==> src/rtl/resp_pkg.sv <==
package resp_pkg;
  localparam int IDX_W     = 6;
  localparam int ARG_W     = 32;
  localparam int CRC_W     = 7;
  localparam int FRAME_W   = 48;
  localparam int COVER_W   = FRAME_W - CRC_W - 1;   // bits under the CRC
  localparam int BIT_W     = $clog2(FRAME_W + 1);
  localparam logic [CRC_W-1:0] CRC_POLY = 7'h09;   // x^7 + x^3 + 1

  typedef enum logic [1:0] {
    LN_IDLE = 2'd0,
    LN_WAIT = 2'd1,
    LN_RECV = 2'd2,
    LN_DONE = 2'd3
  } lane_state_e;
endpackage

==> src/rtl/resp_crc7.sv <==
module resp_crc7
  import resp_pkg::*;
(
  input  logic [CRC_W-1:0] crc_i,
  input  logic             bit_i,
  output logic [CRC_W-1:0] crc_o
);
  logic fb;
  always_comb begin
    fb    = bit_i ^ crc_i[CRC_W-1];
    crc_o = {crc_i[CRC_W-2:0], 1'b0} ^ (fb ? CRC_POLY : '0);
  end
endmodule

==> src/rtl/resp_lane.sv <==
module resp_lane
  import resp_pkg::*;
#(
  parameter int LAT_MIN = 2,
  parameter int LAT_MAX = 64,
  localparam int LAT_W  = $clog2(LAT_MAX + 1)
)(
  input  logic             clk,
  input  logic             rst_n,
  input  logic             cmd_end,
  input  logic             en,
  input  logic             line,
  output logic             fin,
  output logic             done,
  output logic             timeout,
  output logic             crc_err,
  output logic             end_err,
  output logic             tx_err,
  output logic [IDX_W-1:0] index,
  output logic [ARG_W-1:0] arg,
  output logic [LAT_W-1:0] latency
);
  lane_state_e        st;
  logic               active;
  logic [LAT_W-1:0]   cnt;
  logic [LAT_W-1:0]   cnt_nx;
  logic [BIT_W-1:0]   bitn;
  logic [FRAME_W-3:0] shreg;     // last 46 bits seen
  logic [CRC_W-1:0]   crc;
  logic [CRC_W-1:0]   crc_nx;

  resp_crc7 u_crc (.crc_i(crc), .bit_i(line), .crc_o(crc_nx));

  assign cnt_nx = cnt + 1'b1;
  assign fin    = done | ~active;

  always_ff @(posedge clk) begin
    if (!rst_n) begin
      st <= LN_IDLE; active <= 1'b0; cnt <= '0; bitn <= '0;
      shreg <= '0; crc <= '0; done <= 1'b0; timeout <= 1'b0;
      crc_err <= 1'b0; end_err <= 1'b0; tx_err <= 1'b0;
      index <= '0; arg <= '0; latency <= '0;
    end else if (cmd_end) begin
      st <= en ? LN_WAIT : LN_IDLE;
      active <= en; cnt <= '0; bitn <= '0; shreg <= '0; crc <= '0;
      done <= 1'b0; timeout <= 1'b0; crc_err <= 1'b0; end_err <= 1'b0;
      tx_err <= 1'b0; index <= '0; arg <= '0; latency <= '0;
    end else begin
      unique case (st)
        LN_WAIT: begin
          cnt <= cnt_nx;
          if (!line && cnt_nx >= LAT_W'(LAT_MIN)) begin
            st      <= LN_RECV;
            latency <= cnt_nx;
            shreg   <= {shreg[FRAME_W-4:0], line};
            crc     <= crc_nx;
            bitn    <= BIT_W'(1);
          end else if (cnt_nx == LAT_W'(LAT_MAX)) begin
            st      <= LN_DONE;
            timeout <= 1'b1;
            done    <= 1'b1;
          end
        end
        LN_RECV: begin
          bitn <= bitn + 1'b1;
          if (bitn < BIT_W'(COVER_W)) crc <= crc_nx;
          if (bitn == BIT_W'(FRAME_W - 1)) begin
            // shreg now holds frame bits 46..1, line is bit 0
            st      <= LN_DONE;
            done    <= 1'b1;
            tx_err  <= shreg[FRAME_W-3];
            index   <= shreg[FRAME_W-4 -: IDX_W];
            arg     <= shreg[CRC_W+ARG_W-1 -: ARG_W];
            crc_err <= (shreg[CRC_W-1:0] != crc);
            end_err <= ~line;
          end else begin
            shreg <= {shreg[FRAME_W-4:0], line};
          end
        end
        default: ;
      endcase
    end
  end
endmodule

==> src/rtl/resp_join.sv <==
module resp_join #(
  parameter int N_DEV = 4
)(
  input  logic             clk,
  input  logic             rst_n,
  input  logic             cmd_end,
  input  logic [N_DEV-1:0] fin,
  output logic             all_done
);
  logic armed;
  always_ff @(posedge clk) begin
    if (!rst_n) begin
      armed <= 1'b0; all_done <= 1'b0;
    end else if (cmd_end) begin
      armed <= 1'b1; all_done <= 1'b0;
    end else if (armed && (&fin)) begin
      armed <= 1'b0; all_done <= 1'b1;
    end else begin
      all_done <= 1'b0;
    end
  end
endmodule

==> src/rtl/resp_collector.sv <==
module resp_collector
  import resp_pkg::*;
#(
  parameter int N_DEV   = 4,
  parameter int LAT_MIN = 2,
  parameter int LAT_MAX = 64,
  localparam int LAT_W  = $clog2(LAT_MAX + 1)
)(
  input  logic                   clk,
  input  logic                   rst_n,
  input  logic                   cmd_end,
  input  logic [N_DEV-1:0]       dev_en,
  input  logic [N_DEV-1:0]       cmd_line,
  output logic                   all_done,
  output logic [N_DEV-1:0]       dev_done,
  output logic [N_DEV-1:0]       dev_timeout,
  output logic [N_DEV-1:0]       crc_err,
  output logic [N_DEV-1:0]       end_err,
  output logic [N_DEV-1:0]       tx_err,
  output logic [N_DEV*IDX_W-1:0] resp_index,
  output logic [N_DEV*ARG_W-1:0] resp_arg,
  output logic [N_DEV*LAT_W-1:0] resp_latency
);
  logic [N_DEV-1:0] fin;

  for (genvar g = 0; g < N_DEV; g++) begin : g_lane
    resp_lane #(.LAT_MIN(LAT_MIN), .LAT_MAX(LAT_MAX)) u_lane (
      .clk(clk), .rst_n(rst_n), .cmd_end(cmd_end),
      .en(dev_en[g]), .line(cmd_line[g]), .fin(fin[g]),
      .done(dev_done[g]), .timeout(dev_timeout[g]),
      .crc_err(crc_err[g]), .end_err(end_err[g]), .tx_err(tx_err[g]),
      .index(resp_index[g*IDX_W +: IDX_W]),
      .arg(resp_arg[g*ARG_W +: ARG_W]),
      .latency(resp_latency[g*LAT_W +: LAT_W])
    );
  end

  resp_join #(.N_DEV(N_DEV)) u_join (
    .clk(clk), .rst_n(rst_n), .cmd_end(cmd_end), .fin(fin), .all_done(all_done)
  );
endmodule

==> config.mk <==
export PLATFORM = sky130hd
export DESIGN_NAME = resp_collector
export DESIGN_NICKNAME = d
export VERILOG_FILES = /design/src/rtl/resp_pkg.sv /design/src/rtl/resp_crc7.sv /design/src/rtl/resp_lane.sv /design/src/rtl/resp_join.sv /design/src/rtl/resp_collector.sv
export SDC_FILE = /design/constraint.sdc
export NUM_CORES = 1
export LEC_CHECK = 0
export BUFFER_PORTS_ARGS = -buffer_cell sky130_fd_sc_hd__buf_2
export CORE_ASPECT_RATIO = 0.9
export CORE_MARGIN = 2
export CORE_UTILIZATION = 63
export DETAILED_ROUTE_END_ITERATION = 10
export PLACE_DENSITY = 0.93
export SLEW_MARGIN = 20
export SYNTH_ARGS = -nofsm -noshare
export SYNTH_HDL_FRONTEND = slang
export SYNTH_SLANG_ARGS = --single-unit
==> constraint.sdc <==
create_clock -name clk -period 3.5 [get_ports clk]
set_input_delay 0.35 -clock clk [delete_from_list [all_inputs] [get_ports clk]]
set_output_delay 0.35 -clock clk [all_outputs]
set_load 0.005 [all_outputs]
======== Word-level counts from Yosys, hierarchy flattened ========
Index checks and enable logic that the tools add are counted.
operators by class
  add/subtract/negate cells ............... 8
  magnitude comparators ................... 8
  eq/ne operators ......................... 52
  mux-type cells .......................... 79
  bitwise gates (word level) .............. 25
  reductions and logical operators ........ 52
operators with widths
  cell                                                                     number
  46-bit two-way mux                                                       8
  46-bit case mux with 2 select lines                                      4
  7-bit two-way mux                                                        8
  7-bit case mux with 2 select lines                                       4
  6-bit case mux with 2 select lines                                       4
  3-bit AND reduction                                                      16
  2-bit two-way mux                                                        16
  2-bit by 1-bit inequality test with 1-bit output, second input constant  16
  7-bit by 1-bit adder with 7-bit output, second input constant            4
  7-bit equality test, second input constant                               4
  7-bit by 2-bit >= comparator with 1-bit output, second input constant    4
  7-bit inequality test                                                    4
  7-bit by 4-bit XOR with 7-bit output                                     4
  6-bit by 1-bit adder with 6-bit output, second input constant            4
  6-bit equality test, second input constant                               4
  6-bit less-than comparator, second input constant                        4
  6-bit two-way mux                                                        4
  2-bit AND reduction                                                      12
  4-bit AND reduction                                                      5
  1-bit two-way mux                                                        19
  4-bit two-way mux                                                        4
  2-bit inequality test, second input constant                             8
  4-bit by 2-bit inequality test with 1-bit output, second input constant  4
  2-bit case mux with 2 select lines                                       4
  12 further kinds                                                         56
storage, ports and cells
  register bits ........................... 478
  output and inout port bits .............. 201
  word-level logic and storage cells ...... 282

======== Depth between registers and ports, before layout ========
Gate-level depths: netlist (run 1).
  word-level depth ........................ 6
  gate-level depth with buffers ........... 11
  mapped depth without buffers ............ 8

======== Hierarchy ========
Synthesis (run 1) repeated with hierarchy kept, for this count alone.
unflattened totals
  cell total of the unflattened synthesis .. 2,375
  area total of the unflattened synthesis .. 19,134.6 µm²
by module, submodules not included
  module                             times used  cells an instance  area each (µm²)  seq. area each (µm²)
  resp_lane at g_lane[0].u_lane ...  3           584                4,678.2          2,382.3
  resp_lane at g_lane[2].u_lane      1           584                4,718.3          2,382.3
  resp_crc7                          4           8                  77.6             0.0
  resp_join                          1           7                  71.3             40.0

======== Least setup slack after synthesis (run 1) ========
No wires, ideal clock.
  path type ............................... register to register
  from .................................... register g_lane[2].u_lane.cnt[1]
  to ...................................... register g_lane[2].u_lane.crc[0]
  setup time .............................. 0.065 ns
  arrival time ............................ 2.178 ns
  required time ........................... 3.435 ns
  slack ................................... 1.257 ns
  cell stages (with the launch flop) ...... 10
  buffers on the path ..................... 2
  clock period less this slack ............ 2.243 ns
  cell sequence ........................... dfxtp_1 -> ha_1 -> buf_2 -> and4_4 -> a2111oi_4 -> o31a_1 -> o21a_1 -> buf_2 -> mux2_2 -> nor2_1
between the ends
  word-level cells in the longest chain between the ends .. 5
ends and longest elaborated chain
  item                                                        RTL line         RTL
  start, declared                                             resp_lane.sv:25  logic [LAT_W-1:0] cnt;
  start signal, assigned                                      resp_lane.sv:51  cnt <= cnt_nx;
  7-bit by 1-bit adder with 7-bit output                      resp_lane.sv:34  assign cnt_nx = cnt + 1'b1;
  7-bit by 2-bit >= comparator with 1-bit output              resp_lane.sv:52  if (!line && cnt_nx >= LAT_W'(LAT_MIN)) begin
  1-bit logical AND                                           resp_lane.sv:52
  2-bit by 1-bit inequality test with 1-bit output (no line)  -
  3-bit AND reduction (no line)                               -
  end signal, assigned                                        resp_lane.sv:56  crc <= crc_nx;
  end signal, assigned                                        resp_lane.sv:66  if (bitn < BIT_W'(COVER_W)) crc <= crc_nx;
  end, declared                                               resp_lane.sv:29  logic [CRC_W-1:0] crc;
Every way passes these cells.
A chain may end at the register's enable or synchronous reset.

======== Worst setup path in the final report (run 1) ========
  from .................................... register g_lane[0].u_lane.st[0]
  to ...................................... register g_lane[0].u_lane.shreg[33]
between the ends
  word-level cells in the longest chain between the ends .. 3
ends and longest elaborated chain
  item                                                                                   RTL line         RTL
  start, declared                                                                        resp_lane.sv:23  lane_state_e st;
  start signal, assigned                                                                 resp_lane.sv:44  st <= en ? LN_WAIT : LN_IDLE;
  2-bit equality test or 2-bit by 1-bit equality test with 1-bit output (tied branches)  resp_lane.sv:49  unique case (st)
  2-bit inequality test (no line), or another cell as far along                          -
  3-bit AND reduction (no line)                                                          -
  end signal, assigned                                                                   resp_lane.sv:55  shreg <= {shreg[FRAME_W-4:0], line};
  end signal, assigned                                                                   resp_lane.sv:77  shreg <= {shreg[FRAME_W-4:0], line};
  end, declared                                                                          resp_lane.sv:28  logic [FRAME_W-3:0] shreg;
Several ways; a longest one is shown, not always the timed one.

==> results.md, run 1 <==
* Clock Latency Late Sink at 0.54 ns
* Achievable Freq at between 0.3 and 0.4 GHz
* DRT antenna net count at 0
* Cell Area, Placed at roughly 20000 um^2
* Antenna violations before repair at 0
* Post-CTS setup buffers at 0
* Slew at the pin with the worst max-slew slack at 0.862 ns
* Reg area at between 9000 and 10000 um^2
* Max clock buf depth at 3
* R2r endpoint: g_lane[0].u_lane.shreg[33]
* Routed WL at 42.5 mm
* First-pass GRT wire length at 68.8 mm
* Path depth of the worst reg2reg path at 9
* Die Y at about 170 um
* DR vias/cell at around 5.6
* DRT iter0 DRCs at 951
* Hold buffers post-CTS at 0
* DRC Markers at 0
* # Max-Cap Violations at 0
* Final net count at 2315
* Area growth, synth to finish at 12.8%
* Post-Layout Cell Count at roughly 2700
* WHS Path Cells at 3
* Period utilisation layout at 78.4%
* Crit. End Element: flop
* Num CTS Buffers at 46
* Gr usage total at ~25%
* Die width at 190 um
* I/O Buffers at approximately 210
* Synth Cell Area at 19500 um^2
* Commonest non-fill, non-tap cell in the layout: dfxtp_1
* H-Tree Depth at 2
* Status: finished clean
* Row count at 61
* Crit Reg-Reg Startpoint: g_lane[0].u_lane.st[0]
* Grt total ovfl at 0
* Setup Viol. Count Final at 0
* Worst Min Path Start: dev_en[0]
* Total iterations of the first detailed-routing run at 6
* Setup crit start kind: flop
* Die Area at around 32000 um^2
* Num ports at 212
* FF+latch count, synth at around 480
* Root Buffer Master: clkbuf_16
* Power consumption at about 12000 uW
* Reg clk slew, reported paths at 0.06 ns
* Lkg Pwr at about 0.0093 uW
* CTS tree: built
* Minimum clock period at 2.74 ns
* Final HPWL DP at 27.5 mm
* Vias in the first global route at ~14000
* Post-Route Setup TNS at 0 ns
* Via count at 15400
* Distinct cells, synth at 80
* Ys Warns at 0
* Max VDD drop at 0.000377 V
* R2R Setup Slk at about 0.76 ns
* Layout cell share with drive strength beyond 1 at approximately 16%
* Synthesized Nets at around 2200
* Largest net degree at the start of global routing at 110
* Async set or reset register ratio after synthesis at 0%
* Unrepaired setup endpoints after global routing: no
* Final Hold Fails at 0
* Routability cong. at 0.871
* WL per Instance at between 15 and 20 um
* CP Max Fanout at 46
* Placed cell count at about 2600
* Fill count at approximately 2100
* Fin. max-slew vios at 0
* Commonest non-fill, non-tap cells in the layout: 478 x dfxtp_1, 351 x nand2_1, 306 x nor2_1
* Clk sinks at ~480
* Power per cell area at approximately 530 nW/um^2
* Register area share after synthesis at approximately half
* Req. time, crit path at between 3 and 4 ns
* Clock Skew at 0.0151 ns
* Core Region at between 30000 and 40000 um^2
* Multi-input logic area at 8940 um^2
* Initial Utilization at around 64%
* Sink of the worst hold path: g_lane[0].u_lane.active
* Post-synthesis cell count at 2167
* Critical path class: flop to flop
* Syn avg cell area at roughly 9.0 um^2
* Crit path DAT at 3.12 ns
* Hold Crit Class: input pin to flop
* Post-synth EDFFs at 0
* Ys flop type: dfxtp_1
* Resize count post-CTS at 0
* Post-route cell area at around 22000 um^2
* Max-Slew Margin vs Limit at 42.6%
[cells by family after synthesis]
| family | count (synthesis) | synth area share (%) |
|---|---|---|
| simple gates | 800 | 17.2 |
| flops | 478 | 49.0 |
| compound gates | 350 | 11.4 |
| mux | 229 | 11.8 |
| buf+inv | 206 | 5.59 |
| xor+xnor | 81 | 3.63 |
| fa+ha+maj | 23 | 1.47 |
[Yosys cell counts, drive strengths merged (3+ instances only)]
library cell	instances	area, um^2
a211o	3	26.3
a211oi	32	300
a21boi	5	37.5
a21o	3	22.5
a21oi	192	972
a311oi	5	43.8
a31oi	15	93.8
and2	4	27.5
and3	7	48.8
and4	3	31.3
buf	69	577
clkbuf	97	365
dfxtp	478	9570
ha	23	288
inv	39	146
mux2	5	56.3
mux2i	224	2240
nand2	351	1320
nand2b	6	37.5
nand3	37	190
nand3b	5	37.5
nand4	18	119
nor2	309	1160
nor2b	7	43.8
nor3	20	116
nor4	10	62.6
o211a	5	50.1
o211ai	10	98.8
o21a	6	45.0
o21ai	38	209
o22ai	6	37.5
o31ai	12	95.1
o41ai	3	26.3
or2	5	31.3
or3	13	91.3
xnor2	47	412
xor2	34	298
[worst max-delay path by stage]
stage / from / end / slack (ns) / cells after the start
finish: g_lane[0].u_lane.st[0] / g_lane[0].u_lane.shreg[33] / 0.76 / 9
floorplan: g_lane[2].u_lane.cnt[1] / g_lane[2].u_lane.crc[0] / 1.26 / 9
detailed placement: g_lane[0].u_lane.st[1] / g_lane[0].u_lane.shreg[25] / 0.87 / 8
global route: g_lane[0].u_lane.st[0] / g_lane[0].u_lane.shreg[12] / 0.60 / 9
CTS: g_lane[0].u_lane.st[0] / g_lane[0].u_lane.shreg[12] / 0.80 / 9
global placement: g_lane[0].u_lane.st[0] / g_lane[0].u_lane.shreg[35] / 1.01 / 9
[sequential cells by signal, indices dropped and copies added, names as in the netlist]
signal	count
g_lane.u_lane.shreg	184
g_lane.u_lane.arg	128
g_lane.u_lane.cnt	28
g_lane.u_lane.crc	28
g_lane.u_lane.latency	28
g_lane.u_lane.bitn	24
g_lane.u_lane.index	24
g_lane.u_lane.st	8
g_lane.u_lane.active	4
g_lane.u_lane.crc_err	4
g_lane.u_lane.done	4
g_lane.u_lane.end_err	4
g_lane.u_lane.timeout	4
g_lane.u_lane.tx_err	4
u_join.all_done	1
u_join.armed	1
[through the flow]
step | hold WS, ns | util, % | worst slack, ns
floorplan | 0.432 | - | 1.26
global placement | 0.440 | 66.6 | 1.01
detailed placement | 0.444 | 66.6 | 0.866
CTS | 0.0859 | 71.8 | 0.801
global route | 0.0965 | 71.8 | 0.600
finish | 0.109 | 71.9 | 0.756
[critical path, cell delays in order, from the launching register on]
cell and delay (ns):
dfxtp_1 0.34, inv_1 0.07, ha_1 0.40, nand4_1 0.27, o31ai_1 0.41, a31oi_1 0.10, nor3_2 0.28, buf_12 0.33
mux2i_1 0.27, nor2_1 0.08
[where the power goes]
group | internal (uW) | leakage [uW] | switching (uW)
sequential | 5470 | 0.00385 | 40.0
combinational | 394 | 0.00462 | 580
clock | 3050 | 0.000789 | 2080
total | 8910 | 0.00926 | 2700
[final cells by class]
type / count / area share (%)
repair buffers: 232 / 5.79
inverters: 40 / 0.681
clock inverters: 25 / 1.25
diodes: 1 / 0.0114
well taps: 409 / 2.32
clock buffers: 59 / 5.99
flip-flops and latches: 478 / 43.4
multi-input cells: 1483 / 40.6
[metal layers]
| layer | vias to the layer above | track usage [%] | wire length (um) |
|---|---|---|---|
| met3 | 102 | 3.98 | 2380 |
| met5 | - | 0 | 0 |
| met2 | 475 | 44.2 | 21000 |
| met4 | 0 | 7.75 | 1080 |
| met1 | 7323 | 31.8 | 18100 |
| li1 | 7507 | - | - |
(Power assumes the default switching activity.)
==> run 2: changes to the inputs <==
- CORE_UTILIZATION: 63 -> 53
- PLACE_DENSITY: 0.93 -> 0.84
- clock period: 3.5 -> 2.4 ns (I/O delays scaled with it)
==> run 2 against run 1 <==
- clock power is 48% higher
- via count is 0.81% lower
- power up 49%
- global-route usage shrank 4.0 points
- critical path depth up 1
- critical endpoint is now g_lane[0].u_lane.shreg[21]
- final cell count increased by 4.4%
- die area is 18% higher
- largest cell class unchanged
- fmax is 16% higher
==> results.md, run 2 (synthesized netlist as in run 1, its figures left out) <==
* Status: finished clean
* Die Y at ~190 um
* Crit path DAT at about 2.8 ns
* Req. time, crit path at roughly 2.8 ns
* H-Tree Depth at 2
* Row count at 66
* WL per Instance at 15.1 um
* Num CTS Buffers at just under 50
* Num ports at roughly 210
* Lkg Pwr at slightly below 0.01 uW
* Power per cell area at around 760 nW/um^2
* Reg area at between 9000 and 10000 um^2
* Top Usage Layer GRT: met2
* Multi-input logic area at 9010 um^2
* Antenna violations before repair at 0
* Area growth, synth to finish at 16.9%
* Routed WL at between 40 and 50 mm
* Top Family by Delay on Critical Path: buffers and inverters
* Slowest stage delay, CP at 0.32 ns
* Final HPWL DP at approximately 28 mm
* Critical path class: flop to flop
* Vias in the first global route at around 14000
* Slew at the pin with the worst max-slew slack at ~0.8 ns
* # Max-Cap Violations at 0
* M2 GR Usage at a little over a third
* Fin. max-slew vios at 0
* ANT cells at 0
* Max reg flops at between 150 and 200
* Achievable Freq at roughly 0.42 GHz
* Final Worst Setup Slack at just over 0.03 ns
* CTS tree: built
* Crit. End Element: flop
* Largest net degree at the start of global routing at 97
* Root Buffer Master: clkbuf_16
* Reg clk slew, reported paths at around 0.060 ns
* First-pass GRT wire length at 68.1 mm
* Core Region at about 36000 um^2
* Initial Utilization at between 50% and 60%
* Fill count at between 2000 and 3000
* Clk sinks at 478
* Max-Slew Margin vs Limit at between 40% and 50%
* Final net count at approximately 2400
* CP Buf/Inv Count at 3
* Hold Crit Class: input pin to flop
* Most frequent CP cell: buf_4
* Commonest non-fill, non-tap cell in the layout: dfxtp_1
* DRT antenna net count at 0
* Gr usage total at approximately a fifth
* Die Area at 38400 um^2
* DRT iter0 DRCs at a little over 1000
* Total iterations of the first detailed-routing run at 5
* DR vias/cell at between 5 and 6
* Minimum clock period at 2.37 ns
* Unrepaired setup endpoints after global routing: yes
* Max VDD drop at around 0.00063 V
* Clock Skew at ~0.014 ns
* Die width at ~210 um
* Biggest registers after layout: g_lane.u_lane.shreg (184), g_lane.u_lane.arg (128)
* Post-placement setup slack at ~0.072 ns
* DRC Markers at 0
* Grt total ovfl at 0
* Period utilisation layout at a little over nine tenths
* Reg with most FFs: g_lane.u_lane.shreg
* Power consumption at 17300 uW
* GR Util met1 at between 20% and 30%
* Setup crit start kind: flop
* Clock Latency Late Sink at 0.55 ns
* Routability cong. at between 0.8 and 0.9
* Via count at between 15000 and 20000
* CP Max Fanout at 23
* I/O Buffers at 211
* Max clock buf depth at 3
* Commonest non-fill, non-tap cells in the layout: 473 x dfxtp_1, 351 x nand2_1, 306 x nor2_1
* Global routing met3 resource utilization at between 3 and 4%
* Final Hold Fails at 0
* CP Cell Sequence: buf_4 -> ha_1 -> nor2b_1 -> o311a_1 -> a21oi_1 -> nor3_2 -> buf_4 -> clkbuf_16 -> mux2i_2 -> nor2_1
* Setup Viol. Count Final at 0
* Layout cell share with drive strength beyond 1 at between 15 and 20%
* Slowest CP cell: dfxtp_1
[run 2: metrics by stage]
step / hold slack, ns / setup TNS [ns] / cell area [um^2] / cells / util [%]
after detailed placement: 0.443 / 0 / 20900 / 2743 / 57.6
after floorplan: 0.336 / 0 / 19500 / 2167 / -
after global routing: 0.0361 / -0.992 / 22900 / 2848 / 63.0
final: 0.0461 / 0 / 22900 / 2848 / 63.0
after global placement: 0.440 / 0 / 20900 / 2743 / 57.6
after CTS: 0.0108 / 0 / 22500 / 2833 / 62.2
[run 2: what timing repair did]
action,4_1_cts,5_1_grt
buffers inserted,0,10
resized for setup,0,27
endpoints found under the setup margin,0,207
hold buffers,5,0
hold endpoints to repair,9,0
[run 2: path summary, 6_finish.rpt]
path	startpoint	end	slack (ns)	cells after the start
max	g_lane[0].u_lane.cnt[0]	g_lane[0].u_lane.shreg[21]	0.03	10
min	rst_n	u_join.armed	0.05	2
max reg2reg	g_lane[0].u_lane.cnt[0]	g_lane[0].u_lane.shreg[21]	0.03	10
min reg2reg	g_lane[2].u_lane.arg[12]	g_lane[2].u_lane.arg[12]	0.45	2
[run 2: layout make-up]
type                            count  area share [%]
Clock buffer                       65            6.02
Clock inverter                     20            1.00
Inverter                           40           0.657
Multi-Input combinational cell   1483            39.4
Sequential cell                   478            41.9
Tap cell                          476            2.61
Timing Repair Buffer              286            8.42
[run 2: power breakdown]
part	total [uW]	switching (uW)	internal (uW)
logic	1670	921	746
registers	8030	47.7	7980
clock network	7580	3110	4470
total	17300	4080	13200
[run 2: layer usage]
layer / share of wire [%] / wire length (um) / vias to the layer above
met5: 0 / 0 / -
met4: 2.1 / 892 / 0
met3: 5.1 / 2180 / 72
met2: 48 / 20500 / 371
met1: 45 / 19500 / 7219
li1: - / - / 7620
[run 2: worst register-to-register path: cells and delay by family, from the launching register on]
family	cells	cell delay (ns)
buffers and inverters	3	0.55
AOI/OAI and AO/OA	2	0.39
and+or+nand+nor	3	0.39
DFF	1	0.32
adders and majority gates	1	0.32
muxes	1	0.27
==> run 3: changes to the inputs <==
--- a/config.mk
+++ b/config.mk
@@ -10,5 +10,5 @@
 export CORE_MARGIN = 2
-export CORE_UTILIZATION = 53
+export CORE_UTILIZATION = 59
 export DETAILED_ROUTE_END_ITERATION = 10
-export PLACE_DENSITY = 0.84
+export PLACE_DENSITY = 0.88
 export SLEW_MARGIN = 20
==> constraint.sdc (replaced) <==
create_clock -name clk -period 2.7 [get_ports clk]
set_input_delay 0.27 -clock clk [delete_from_list [all_inputs] [get_ports clk]]
set_output_delay 0.27 -clock clk [all_outputs]
set_load 0.1 [all_outputs]
==> run 3 against run 2 <==
- first-iteration DRC count decreased by 24%
- largest power group unchanged
- sequential power decreased by 11%
- largest cell class unchanged
- power decreased by 14%
- critical endpoint is now g_lane[2].u_lane.shreg[14]
- global-route usage increased by 2.2 points
- clock power decreased by 17%
- count of clock-buffer cells in the layout increased by 2
- critical path type unchanged
- highest routed layer unchanged
- clock skew decreased by 0.00088 ns
==> results.md, run 3 (synthesized netlist as in run 1, its figures left out) <==
* Status: finished clean
* DRT antenna net count at 0
* Area growth, synth to finish at 13.5%
* DR vias/cell at around 5.6
* Slowest stage delay, CP at between 0.5 and 0.6 ns
* DRC Markers at 0
* H-Tree Depth at 2
* Max VDD drop at roughly 0.00045 V
* Routability cong. at just under 0.9
* CP Max Fanout at between 40 and 50
* Setup Viol. Count Final at 0
* Power per cell area at 669 nW/um^2
* Layout cell share with drive strength beyond 1 at between 15 and 20%
* Antenna violations before repair at 1
* Placed cell count at 2669
* Critical path class: flop to flop
* Flop pwr share at between 40% and 50%
* Fin. max-slew vios at 0
* Die Y at about 180 um
* Top Family by Delay on Critical Path: compound AO/OA/AOI/OAI gates
* CP Cell Sequence: inv_1 -> ha_1 -> inv_1 -> a2111oi_4 -> o31ai_1 -> a21oi_4 -> buf_12 -> mux2i_1 -> nor2_1
* Reg clk slew, reported paths at approximately 0.060 ns
* Req. time, crit path at between 3 and 4 ns
* Clock Power Share at 42.3%
* Crit path depth at 9
* Unrepaired setup endpoints after global routing: no
* Reg with most FFs: g_lane.u_lane.shreg
* I/O Buffers at approximately 210
* Initial Utilization at between 50% and 60%
* Gr usage total at about a quarter
* Crit path DAT at 2.97 ns
* Hold Crit Class: input pin to flop
* Most frequent CP cell: inv_1
* Num ports at ~210
* Clock Latency Late Sink at approximately 0.56 ns
* Internal at 11300 uW
* Combinational power share at a little under a tenth
* Slowest CP cell: dfxtp_1
* Largest net degree at the start of global routing at 115
* Setup crit start kind: flop
* Total iterations of the first detailed-routing run at 5
* Routed WL at 41.9 mm
* Period utilisation layout at approximately 94%
* Commonest non-fill, non-tap cells in the layout: 478 x dfxtp_1, 351 x nand2_1, 306 x nor2_1
* CP Buf/Inv Count at 3
* Crit. End Element: flop
* CTS tree: built
* Post-Route Setup TNS at 0 ns
* Post-Layout Cell Count at around 2800
* Max clock buf depth at 3
* Max reg flops at ~180
* Die width at a little under 200 um
* Achievable Freq at about 0.39 GHz
* Grt total ovfl at 0
* Vias in the first global route at between 10000 and 15000
* WL per Instance at 15.2 um
* Row count at 63
* Sw Ratio at 24.0%
* Minimum clock period at between 2 and 3 ns
* Max-Slew Margin vs Limit at a little under half
* Commonest non-fill, non-tap cell in the layout: dfxtp_1
* WHS Path Cells at 3
* Core Region at ~33000 um^2
* Post-layout util at between 60% and 70%
* Lkg Pwr at between 0.009 and 0.01 uW
* Final Hold Fails at 0
* DRT iter0 DRCs at about 790
* Biggest registers after layout: g_lane.u_lane.shreg (184), g_lane.u_lane.arg (128)
* Path depth of the worst reg2reg path at 9
* Final net count at ~2300
* First-pass GRT wire length at 68.2 mm
* Slew at the pin with the worst max-slew slack at 0.796 ns
* Clock Skew at roughly 0.013 ns
* Root Buffer Master: clkbuf_16
* Clk sinks at 478
* Via count at 15300
* P_sw at about 3600 uW
* # Max-Cap Violations at 0
* Final HPWL DP at 27.7 mm
* Num CTS Buffers at 46
* Fill count at approximately 2500
* Die Area at approximately 35000 um^2
-- run 3: changes by cell type in the layout (fill, tap and decap cells not counted), moves of 4 or more --
cell       delta
dfxtp_2       -5
clkinv_2      +4
dfxtp_1       +5
buf_12        -5
clkbuf_16     -6
buf_4        -15
-- run 3: metal layers --
metal / up-vias / global-route usage (%) / share of wire (%)
met5: - / 0 / 0
li1: 7565 / - / -
met4: 0 / 9.72 / 3.6
met2: 459 / 39.9 / 48
met3: 92 / 3.96 / 5.7
met1: 7209 / 29.2 / 43
-- run 3: cell type report --
type	count	area, um^2	area share [%]
inverters	40	150	0.677
multi-input cells	1483	8950	40.3
clock inverters	16	128	0.575
clock buffers	67	1360	6.14
repair buffers	254	1500	6.77
well taps	422	528	2.38
flip-flops and latches	478	9570	43.1
diodes	1	2.50	0.0113
-- run 3: timing repair --
item / in CTS / in global routing
endpoints found under the hold margin: 3 / 0
resized for setup: 0 / 2
buffers inserted: 0 / 5
hold buffers: 2 / 0
endpoints found under the setup margin: 0 / 47
-- run 3: power by group through the flow --
stage                     sequential [uW]  combinational (uW)  clock (uW)
after floorplan                      7320                1200           0
after global placement               7300                1320           0
after detailed placement             7300                1350           0
after CTS                            7150                1360        6390
after global routing                 7150                1510        6670
final                                7150                1410        6280
-- run 3: stage by stage --
| stage | cell area (um^2) | setup slack, ns | hold slack [ns] | total power [uW] |
|---|---|---|---|---|
| CTS | 22100 | 0.0697 | 0.00219 | 14900 |
| finish | 22200 | 0.157 | 0.0328 | 14800 |
| detailed placement | 20600 | 0.0738 | 0.443 | 8650 |
| floorplan | 19500 | 0.431 | 0.366 | 8520 |
| global route | 22200 | 0.00339 | 0.0251 | 15300 |
| global placement | 20600 | 0.232 | 0.438 | 8610 |
-- run 3: path summary, 6_finish.rpt --
path	start	end	slack (ns)
min	dev_en[0]	g_lane[0].u_lane.active	0.03
max reg2reg	g_lane[2].u_lane.cnt[1]	g_lane[2].u_lane.shreg[14]	0.16
min reg2reg	g_lane[2].u_lane.arg[19]	g_lane[2].u_lane.arg[19]	0.45
max	g_lane[2].u_lane.cnt[1]	g_lane[2].u_lane.shreg[14]	0.16
-- run 3: tightest hold or removal path, cell delays in order --
cell	delay [ns]
buf_2	0.11
mux2i_1	0.07
nor2b_1	0.09
